`src/rtl/uart_rx_pkg.sv`:
```
package uart_rx_pkg;

  typedef enum logic [2:0] {
    RX_IDLE,
    RX_START,
    RX_DATA,
    RX_PAR,
    RX_STOP1,
    RX_STOP2,
    RX_WAIT_HI
  } rx_state_e;

  // Character as produced by the sampler, before the overrun tag is added
  typedef struct packed {
    logic       brk;
    logic       par_err;
    logic       frm_err;
    logic [7:0] data;
  } rx_char_t;

  localparam int unsigned CHAR_W  = 11;
  localparam int unsigned ENTRY_W = 12;

  // Line-configuration bit positions
  localparam int unsigned LC_PEN  = 1;
  localparam int unsigned LC_EPS  = 2;
  localparam int unsigned LC_STP2 = 3;
  localparam int unsigned LC_FEN  = 4;
  localparam int unsigned LC_WL_L = 5;

  // Control-word bit positions
  localparam int unsigned CC_ON   = 0;
  localparam int unsigned CC_RXON = 9;

endpackage

```
`src/rtl/uart_rx_rst_sync.sv`:
```
module uart_rx_rst_sync #(
  parameter int unsigned STAGES = 2
) (
  input  logic clk,
  input  logic rst_n,
  output logic rst_sync_n
);
  logic [STAGES-1:0] chain_q;

  always_ff @(posedge clk or negedge rst_n) begin
    if (!rst_n) chain_q <= '0;
    else        chain_q <= {chain_q[STAGES-2:0], 1'b1};
  end

  assign rst_sync_n = chain_q[STAGES-1];
endmodule

```
`src/rtl/uart_rx_sync.sv`:
```
module uart_rx_sync #(
  parameter int unsigned STAGES = 2
) (
  input  logic clk,
  input  logic rst_n,
  input  logic din,
  output logic dout
);
  logic [STAGES-1:0] pipe_q;

  always_ff @(posedge clk or negedge rst_n) begin
    if (!rst_n) pipe_q <= '1;
    else        pipe_q <= {pipe_q[STAGES-2:0], din};
  end

  assign dout = pipe_q[STAGES-1];
endmodule

```
`src/rtl/uart_rx_sampler.sv`:
```
module uart_rx_sampler
  import uart_rx_pkg::*;
#(
  parameter int unsigned OSR = 16
) (
  input  logic       clk,
  input  logic       rst_n,
  input  logic       rx_on,
  input  logic       tick,
  input  logic       line_s,
  input  logic [7:0] lcfg,
  output logic       out_vld,
  output rx_char_t   out_char
);
  localparam int unsigned CNTW = $clog2(OSR);
  localparam logic [CNTW-1:0] CNT_MID  = CNTW'(OSR/2 - 1);
  localparam logic [CNTW-1:0] CNT_LAST = CNTW'(OSR - 1);

  rx_state_e       st_q, st_d;
  logic [CNTW-1:0] cnt_q, cnt_d;
  logic [2:0]      idx_q, idx_d;
  logic [7:0]      sh_q, sh_d;
  logic            par_q, par_d;
  logic            vld_q, vld_d;
  rx_char_t        chr_q, chr_d;

  logic       pen, eps, stp2;
  logic [2:0] last_idx;
  logic       samp;
  logic       par_bad;
  logic       is_brk;

  assign pen      = lcfg[LC_PEN];
  assign eps      = lcfg[LC_EPS];
  assign stp2     = lcfg[LC_STP2];
  assign last_idx = 3'd4 + {1'b0, lcfg[LC_WL_L+1:LC_WL_L]};
  assign samp     = tick && (cnt_q == CNT_LAST);
  assign par_bad  = pen && ((^sh_q) ^ par_q ^ ~eps);
  assign is_brk   = (sh_q == 8'h00) && (!pen || !par_q);

  always_comb begin
    st_d  = st_q;
    cnt_d = cnt_q;
    idx_d = idx_q;
    sh_d  = sh_q;
    par_d = par_q;
    vld_d = 1'b0;
    chr_d = chr_q;
    if (!rx_on) begin
      st_d  = RX_IDLE;
      cnt_d = '0;
    end else begin
      if (tick && st_q != RX_IDLE && st_q != RX_WAIT_HI) cnt_d = cnt_q + 1'b1;
      unique case (st_q)
        RX_IDLE: begin
          if (tick && !line_s) begin
            st_d  = RX_START;
            cnt_d = '0;
          end
        end
        RX_START: begin
          if (tick && cnt_q == CNT_MID) begin
            cnt_d = '0;
            idx_d = '0;
            sh_d  = '0;
            par_d = 1'b0;
            st_d  = line_s ? RX_IDLE : RX_DATA;
          end
        end
        RX_DATA: begin
          if (samp) begin
            sh_d[idx_q] = line_s;
            cnt_d       = '0;
            if (idx_q == last_idx) st_d = pen ? RX_PAR : RX_STOP1;
            else                   idx_d = idx_q + 1'b1;
          end
        end
        RX_PAR: begin
          if (samp) begin
            par_d = line_s;
            cnt_d = '0;
            st_d  = RX_STOP1;
          end
        end
        RX_STOP1: begin
          if (samp) begin
            cnt_d = '0;
            if (!line_s) begin
              vld_d         = 1'b1;
              chr_d.data    = sh_q;
              chr_d.frm_err = 1'b1;
              chr_d.brk     = is_brk;
              chr_d.par_err = is_brk ? 1'b0 : par_bad;
              st_d          = is_brk ? RX_WAIT_HI : RX_IDLE;
            end else if (stp2) begin
              st_d = RX_STOP2;
            end else begin
              vld_d         = 1'b1;
              chr_d.data    = sh_q;
              chr_d.frm_err = 1'b0;
              chr_d.brk     = 1'b0;
              chr_d.par_err = par_bad;
              st_d          = RX_IDLE;
            end
          end
        end
        RX_STOP2: begin
          if (samp) begin
            cnt_d         = '0;
            vld_d         = 1'b1;
            chr_d.data    = sh_q;
            chr_d.frm_err = !line_s;
            chr_d.brk     = 1'b0;
            chr_d.par_err = par_bad;
            st_d          = RX_IDLE;
          end
        end
        RX_WAIT_HI: begin
          if (line_s) st_d = RX_IDLE;
        end
        default: st_d = RX_IDLE;
      endcase
    end
  end

  always_ff @(posedge clk or negedge rst_n) begin
    if (!rst_n) begin
      st_q  <= RX_IDLE;
      cnt_q <= '0;
      idx_q <= '0;
      sh_q  <= '0;
      par_q <= 1'b0;
      vld_q <= 1'b0;
      chr_q <= '0;
    end else begin
      st_q  <= st_d;
      cnt_q <= cnt_d;
      idx_q <= idx_d;
      sh_q  <= sh_d;
      par_q <= par_d;
      vld_q <= vld_d;
      if (vld_d) chr_q <= chr_d;
    end
  end

  assign out_vld  = vld_q;
  assign out_char = chr_q;
endmodule

```
`src/rtl/uart_rx_fifo.sv`:
```
module uart_rx_fifo
  import uart_rx_pkg::*;
#(
  parameter int unsigned DEPTH = 16
) (
  input  logic               clk,
  input  logic               rst_n,
  input  logic               fifo_en,
  input  logic               push,
  input  logic [CHAR_W-1:0]  push_word,
  input  logic               pop,
  output logic [ENTRY_W-1:0] head_word,
  output logic               empty,
  output logic               full
);
  localparam int unsigned AW = $clog2(DEPTH);
  localparam int unsigned CW = $clog2(DEPTH + 1);

  logic [ENTRY_W-1:0] mem [DEPTH];
  logic [AW-1:0]      wr_q, wr_d, rd_q, rd_d;
  logic [CW-1:0]      cnt_q, cnt_d;
  logic [CW-1:0]      cap;
  logic [AW-1:0]      last_ptr;
  logic               wr_ok, mark_ovr, pop_ok;

  assign cap      = fifo_en ? CW'(DEPTH) : CW'(1);
  assign empty    = (cnt_q == '0);
  assign full     = (cnt_q >= cap);
  assign wr_ok    = push && !full;
  assign mark_ovr = push && full && !empty;
  assign pop_ok   = pop && !empty;
  assign last_ptr = wr_q - 1'b1;

  always_comb begin
    wr_d  = wr_q;
    rd_d  = rd_q;
    cnt_d = cnt_q;
    if (wr_ok)  wr_d = wr_q + 1'b1;
    if (pop_ok) rd_d = rd_q + 1'b1;
    case ({wr_ok, pop_ok})
      2'b10:   cnt_d = cnt_q + 1'b1;
      2'b01:   cnt_d = cnt_q - 1'b1;
      default: cnt_d = cnt_q;
    endcase
  end

  always_ff @(posedge clk or negedge rst_n) begin
    if (!rst_n) begin
      wr_q  <= '0;
      rd_q  <= '0;
      cnt_q <= '0;
    end else begin
      wr_q  <= wr_d;
      rd_q  <= rd_d;
      cnt_q <= cnt_d;
    end
  end

  always_ff @(posedge clk) begin
    if (wr_ok)         mem[wr_q] <= {1'b0, push_word};
    else if (mark_ovr) mem[last_ptr][ENTRY_W-1] <= 1'b1;
  end

  assign head_word = empty ? '0 : mem[rd_q];
endmodule

```
`src/rtl/uart_rx_tagged.sv`:
```
module uart_rx_tagged
  import uart_rx_pkg::*;
#(
  parameter int unsigned DEPTH = 16,
  parameter int unsigned OSR   = 16
) (
  input  logic        clk,
  input  logic        rst_n,
  input  logic        baud_tick,
  input  logic        rx_in,
  input  logic [15:0] ctrl_cfg,
  input  logic [7:0]  line_cfg,
  input  logic        rd_pop,
  output logic [11:0] rd_word,
  output logic [7:0]  rx_status
);
  logic     rst_core_n;
  logic     line_s;
  logic     rx_on;
  logic     samp_vld;
  rx_char_t samp_char;
  logic     push;
  logic     q_empty, q_full;
  logic [7:0] samp_data;
  logic       samp_fe, samp_brk;

  assign rx_on     = ctrl_cfg[CC_ON] && ctrl_cfg[CC_RXON];
  assign push      = samp_vld && rx_on;
  assign samp_data = samp_char.data;
  assign samp_fe   = samp_char.frm_err;
  assign samp_brk  = samp_char.brk;

  uart_rx_rst_sync #(.STAGES(2)) rst_i (
    .clk(clk), .rst_n(rst_n), .rst_sync_n(rst_core_n)
  );

  uart_rx_sync #(.STAGES(2)) sync_i (
    .clk(clk), .rst_n(rst_core_n), .din(rx_in), .dout(line_s)
  );

  uart_rx_sampler #(.OSR(OSR)) samp_i (
    .clk(clk), .rst_n(rst_core_n), .rx_on(rx_on), .tick(baud_tick),
    .line_s(line_s), .lcfg(line_cfg), .out_vld(samp_vld), .out_char(samp_char)
  );

  uart_rx_fifo #(.DEPTH(DEPTH)) fifo_i (
    .clk(clk), .rst_n(rst_core_n), .fifo_en(line_cfg[LC_FEN]),
    .push(push), .push_word(samp_char), .pop(rd_pop),
    .head_word(rd_word), .empty(q_empty), .full(q_full)
  );

  assign rx_status = {1'b0, q_full, 1'b0, q_empty, 4'b0000};
endmodule

```
`config.mk`:
```
export PLATFORM = sky130hd
export DESIGN_NAME = uart_rx_tagged
export DESIGN_NICKNAME = d
export VERILOG_FILES = /design/src/rtl/uart_rx_pkg.sv /design/src/rtl/uart_rx_rst_sync.sv /design/src/rtl/uart_rx_sync.sv /design/src/rtl/uart_rx_sampler.sv /design/src/rtl/uart_rx_fifo.sv /design/src/rtl/uart_rx_tagged.sv
export SDC_FILE = /design/constraint.sdc
export NUM_CORES = 1
export LEC_CHECK = 0
export BUFFER_PORTS_ARGS = -buffer_cell sky130_fd_sc_hd__buf_4
export CAP_MARGIN = 20
export CORE_ASPECT_RATIO = 2
export CORE_MARGIN = 5
export CORE_UTILIZATION = 50
export CTS_CLUSTER_SIZE = 20
export DETAILED_ROUTE_END_ITERATION = 10
export GPL_TIMING_DRIVEN = 0
export PLACE_DENSITY = 0.67
export SLEW_MARGIN = 0
export SYNTH_ARGS = -nofsm -noshare
export SYNTH_HDL_FRONTEND = slang
export SYNTH_SLANG_ARGS = --single-unit
export TNS_END_PERCENT = 5
```
`constraint.sdc`:
```
create_clock -name clk -period 2.92 [get_ports clk]
set_input_delay 0.292 -clock clk [delete_from_list [all_inputs] [get_ports clk]]
set_output_delay 0.292 -clock clk [all_outputs]
set_load 0.01 [all_outputs]
```
### Word level (Yosys, flattened, before mapping)

Memories as Yosys holds them, arrays and structs flattened.
Index checks and enable logic that the tools add are counted.

* output and inout port bits: 20
* bits in writable memories: 192
* memories: 1
* flip-flop bits (word level): 48

Memories
* fifo_i.mem: depth 16, bits a word 12, rd ports 1, clocked after Yosys merged registers in 0, wr ports 1, line uart_rx_fifo.sv:19 `logic [ENTRY_W-1:0] mem [DEPTH];`

* reductions and logical operators: 36
* multiplexer cells: 57
* bitwise logic cells: 3
* eq/ne operators: 27
* add/sub/neg operators: 8
* magnitude comparators: 3

Operators by type and width (count)
* $mux 3: 16
* $mux 11: 4
* $mux 12: 2
* $mux 4: 6
* $pmux 11 s2: 1
* $ne 3x2->1 const B: 7
* $pmux 3 s7: 1
* $mux 8: 2
* $pmux 8 s2: 1
* $logic_and 1x1->1: 14
* $mux 1: 14
* $add 4x1->4 const B: 3
* $pmux 4 s3: 1
* $reduce_or 12->1: 1
* $ne 2x1->1 const B: 5
* $pmux 5 s2: 1
* $eq 3x3->1 const B: 3
* $ne 3x3->1 const B: 3
* $bwmux 8: 1
* $logic_not 8->1: 1
* $reduce_and 4->1: 2
* $reduce_and 8->1: 1
* $reduce_bool 2->1: 4
* $reduce_xor 8->1: 1
* 31 further kinds: 39

### Depth between registers and ports, before layout

* word-level depth: 9
* gate-level depth with buffers: 15
* depth with buffers taken out: 15

### Modules after synthesis

From an unflattened synthesis, not the netlist that was laid out.

* cells, all modules: 653
* area, all modules: 10664.0 µm²

Modules (own cells, without submodules)
* uart_rx_fifo: times used 1, cells each 429, area each 8572.0 µm²
* uart_rx_sampler: times used 1, cells each 208, area each 1909.3 µm²
* uart_rx_tagged: times used 1, cells each 11, area each 76.3 µm²
* uart_rx_rst_sync: times used 1, cells each 3, area each 53.8 µm²
* uart_rx_sync: times used 1, cells each 2, area each 52.6 µm²

### Least setup slack after synthesis

No wires, ideal clock.

* path type: reg-to-reg
* from: register fifo_i.cnt_q[0]
* to: register fifo_i.cnt_q[4]
* path slack: -0.255 ns
* setup time: 0.079 ns
* data required time: 2.841 ns
* period minus slack after synthesis: 3.175 ns
* data arrival time: 3.096 ns
* stages on the path, launching flop included: 15
* cell sequence: dfrtp_1 inv_1 ha_1 or3b_1 o22ai_2 inv_2 nor2_1 inv_2 ha_1 ha_1 nor2b_1 o21ai_0 a21oi_1 nor3_1 xor2_1

* cells in the longest elaborated chain, start to end: 5

RTL lines
* from (decl): line uart_rx_fifo.sv:21 `logic [CW-1:0] cnt_q, cnt_d;`
* from (signal assigned): line uart_rx_fifo.sv:55 `cnt_q <= cnt_d;`
* $ge 5x5->1 *: line uart_rx_fifo.sv:28 `assign full = (cnt_q >= cap);`
* named net fifo_i.full: line uart_rx_fifo.sv:14 `output logic full`
* $logic_not 1->1 *: line uart_rx_fifo.sv:29 `assign wr_ok = push && !full;`
* $logic_and 1x1->1 *: line uart_rx_fifo.sv:29
* $eq 2x1->1 or $eq 2x2->1 (tied branches): line uart_rx_fifo.sv:40 `case ({wr_ok, pop_ok})`
* $pmux 5 s2 or $reduce_bool 2->1 (tied branches)

The timed path passes the listed nets; every way through them passes the cells marked *.
A chain may end at the register's enable or synchronous reset.

### Worst setup path in the final report

* from: register fifo_i.cnt_q[0]
* to: memory fifo_i.mem[9][7] (enable)

* cells in the longest elaborated chain, start to end: 8

RTL lines
* $ge 5x5->1 or $logic_not 5->1 (tied branches): line uart_rx_fifo.sv:28, uart_rx_fifo.sv:27
* $logic_and 1x1->1 or $logic_not 1->1 (tied branches): line uart_rx_fifo.sv:30 `assign mark_ovr = push && full && !empty;`
* $logic_and 1x1->1: line uart_rx_fifo.sv:30
* $mux 1: line uart_rx_fifo.sv:61 `else if (mark_ovr) mem[last_ptr][ENTRY_W-1] <= 1'b1;`
* $mux 1: line uart_rx_fifo.sv:60 `if (wr_ok) mem[wr_q] <= {1'b0, push_word};`
* $mux 1 (not written as such): line uart_rx_fifo.sv:61
* $reduce_or 12->1 (no line)
* $mux 4 (no line) or $mux 2 (tied branches)
* to (decl): line uart_rx_fifo.sv:19

Parallel ways exist; a longest one is shown, timed or not.

==> results.md <==
- Post-synthesis sequential area ratio: 66.3%
- PortBufs: 26
- Pleak: 3.90 nW
- Achievable Freq: 342 MHz
- Commonest cells in the netlist: edfxtp_1, mux4_2, dfrtp_1, nor2_1, inv_1
- Count leader, synth: edfxtp_1
- RSZ-0062 raised after global routing: yes
- Clk buf depth: 3
- Std cell rows: 75
- Pwr Total: 0.00649 W
- Reg clk slew, reported paths: 0.06 ns
- Clock Latency Late Sink: 0.50 ns
- Root buffer cell: clkbuf_16
- Final Critical Period: 2.92 ns
- Critical Path RT: 3.05 ns
- Worst Reg-to-Reg Cells: 8
- Die width: 113 um
- Skew final: 0.00734 ns
- Hold Fails Final Rpt: 0
- Grt met1 use: 21.4%
- Synth warn: 0
- Total CTS buffers: 21
- Syn Inst Count: 643
- Non-filler instance count after layout: 1000
- Gr usage total: 19.3%
- GRT met3 Usage: 1.97%
- Failing checks: negative setup slack
- Post-synth top area share: 54.9%
- CP cell instances: inv_2, ha_1, or3b_4, o22ai_4, buf_4, buf_6, nand4_1, nor2_2
- DR iter-0 viols: 305
- Status: finished, violations left
- Syn avg cell area: 16.3 um2
- Slew of the pin with the lowest slew margin: 0.857 ns
- Synthesized area: 10500 um2
- Max-slew violation count: 0
- Placed Area: 11200 um2
- DP Cell Count: 954
- Prevailing post-synth register cell: edfxtp_1
- Die area: 24200 um2
- Pre-CTS setup slack: -0.671 ns
- Max incr delay on CP: 0.67 ns
- Critical path type: register to register
- Initial antenna violation count: 0
- Met2 GRT Util: 37.9%
- Max_cap viols: 0
- Top cells by area, synth: edfxtp_1, mux4_2, dfrtp_1
- Critical path arrival: 3.05 ns
- Slew HR: 42.8%
- R2r startpoint: fifo_i.cnt_q[0]$_DFFE_PN0P_
- DRC: 0
- Critical path peak fanout: 11
- Per-cell routed wire length: 22.7 um
- GP Congestion: 0.878
- TritonRoute pass-1 iters: 4
- Clock Sinks: 240
- IO Count: 49
- Synth area leader: edfxtp_1
- Layout net count: 762
- Post-synth EDFFs: 192
- Finished Cell Area: 12200 um2
- Post-DP HPWL: 16300 um
- CTS H-Tree Depth: 1
- PwrDens: 531 nW/um2
- Yosys cell types: 61
- CP startpoint kind: register
- Pin count of the biggest net entering global routing: 38
- TritonCTS clock tree: done
- Antenna Nets Post-Route: 0
- Hold Path Class: primary input to async pin
- Launch point of the worst path: fifo_i.cnt_q[0]$_DFFE_PN0P_
- Fillers: 1597
- Routed WL: 22700 um
- Worst Slack Setup Final: -0.00230 ns
- Final setup vio count: 3
- Via-per-instance ratio: 5.74
- Peak VDD IR: 562 uV
- Ys async rst share: 20.0%
- Hold Slack: 0.121 ns
- Initial core utilization: 50.4%
- Diode count: 0
- Vias in the first global route: 6134
- Critical Path Slowest Stage Cell: nor2_2
- Grt peak-use layer: met2
- Area Overhead vs Synth: 16.2%
- #FFs+latches synth: 240
- Ratio of cells with drive above 1 in the final layout: 30.1%
- Vias: 5739
- GRT overflow: 0
- Die Span Y: 215 um
- First-pass GRT wire length: 35700 um
- Core Area: 20800 um2
- Final cycle utilization of the critical path: 100%
- Kind of end point of the critical path: register
-- flip-flops by register name, summed over array words and instances, names as in the netlist --
signal           count
fifo_i.rd_q          4
samp_i.st_q          3
samp_i.cnt_q         4
samp_i.out_char     11
fifo_i.wr_q          4
sync_i.pipe_q        2
rst_i.chain_q        2
fifo_i.mem         192
fifo_i.cnt_q         5
samp_i.par_q         1
samp_i.idx_q         3
samp_i.out_vld       1
samp_i.sh_q          8
-- worst max-delay path, delay by kind of cell (launching register included) --
family | cells | cell delay [ns]
fa+ha+maj | 1 | 0.22
flops | 1 | 0.43
compound gates | 1 | 0.12
simple gates | 3 | 1.39
buf+inv | 3 | 0.38
-- final timing paths --
check	slack (ns)	endpoint
max	-0.002	fifo_i.mem[9][7]$_DFFE_PP_
min	0.12	rst_i.chain_q[0]$_DFF_PN0_
max reg2reg	-0.002	fifo_i.mem[9][7]$_DFFE_PP_
min reg2reg	0.13	fifo_i.wr_q[0]$_DFFE_PN0P_
max in group asynchronous	2.27	sync_i.pipe_q[0]$_DFF_PN1_
min in group clk	0.13	samp_i.st_q[1]$_DFFE_PN0P_
-- cell type report --
type                       count  area (um2)  area share [%]
tap                          269         337            2.76
clock inverter                11        86.3           0.707
sequential                   240        6970            57.1
clock buffer                  26         584            4.79
multi-input combinational    337        3440            28.2
timing repair buffer          48         419            3.43
buffer                        40         262            2.14
inverter                      29         109           0.892
-- logic make-up after synthesis --
group / count (synthesis) / share of synthesized area, %
flip-flops: 240 / 66.3
other: 2 / 0.0715
XOR/XNOR: 24 / 2.00
buffers and inverters: 71 / 3.05
multiplexers: 75 / 14.4
adder cells (fa/ha/maj): 16 / 1.98
AND/OR/NAND/NOR: 148 / 7.64
AO/OA/AOI/OAI: 67 / 4.50
-- cell usage in the layout (no fill, tap or decap), types with 4 or more instances in the layout --
cell and instances:
nor2_4 10, nand4_1 8, xor2_1 7, ha_1 13, nand3_1 5, xnor2_1 17
a21oi_1 10, conb_1 7, nor3_1 22, o31ai_1 4, inv_1 26, a21o_1 4
clkbuf_16 21, and2_1 23, nand2_1 24, nor4b_1 5, buf_6 14, clkbuf_8 4
mux2i_1 5, clkbuf_1 16, nor2_1 16, mux4_2 60, clkinv_2 5, dfrtp_1 43
edfxtp_1 192, buf_4 48, o21ai_0 24, mux2_2 9, nor2b_1 4
-- metrics by stage --
stage	TNS, ns	utilization [%]
global placement	-118.33	53.2
global route	-2.12	58.6
CTS	-4.73	58.1
finish	-0.00526	58.6
floorplan	-0.272	-
detailed placement	-80.01	53.9
-- report_power, final --
| part | internal [W] | total (W) | switching, W | leakage [nW] |
|---|---|---|---|---|
| Sequential | 0.00365 | 0.00366 | 0.00000855 | 2.18 |
| Clock | 0.00151 | 0.00270 | 0.00119 | 0.330 |
| Combinational | 0.0000540 | 0.000123 | 0.0000692 | 1.39 |
-- layer usage --
layer  part of all wire, %  vias to the layer above
met4                   2.6                        0
met5                     0                        -
met1                    35                     2974
li1                      -                     2611
met3                   3.2                       31
met2                    60                      123
-- timing repair --
item / 4_1_cts / 5_1_grt
hold buffers: 2 / 0
hold endpoints to repair: 3 / 0
gates resized for setup: 51 / 20
buffers inserted: 2 / 7
gates cloned: 0 / 0
setup endpoints to repair: 225 / 209
pin swaps: 2 / 2
Note: power is estimated with default switching activity, not from simulation.
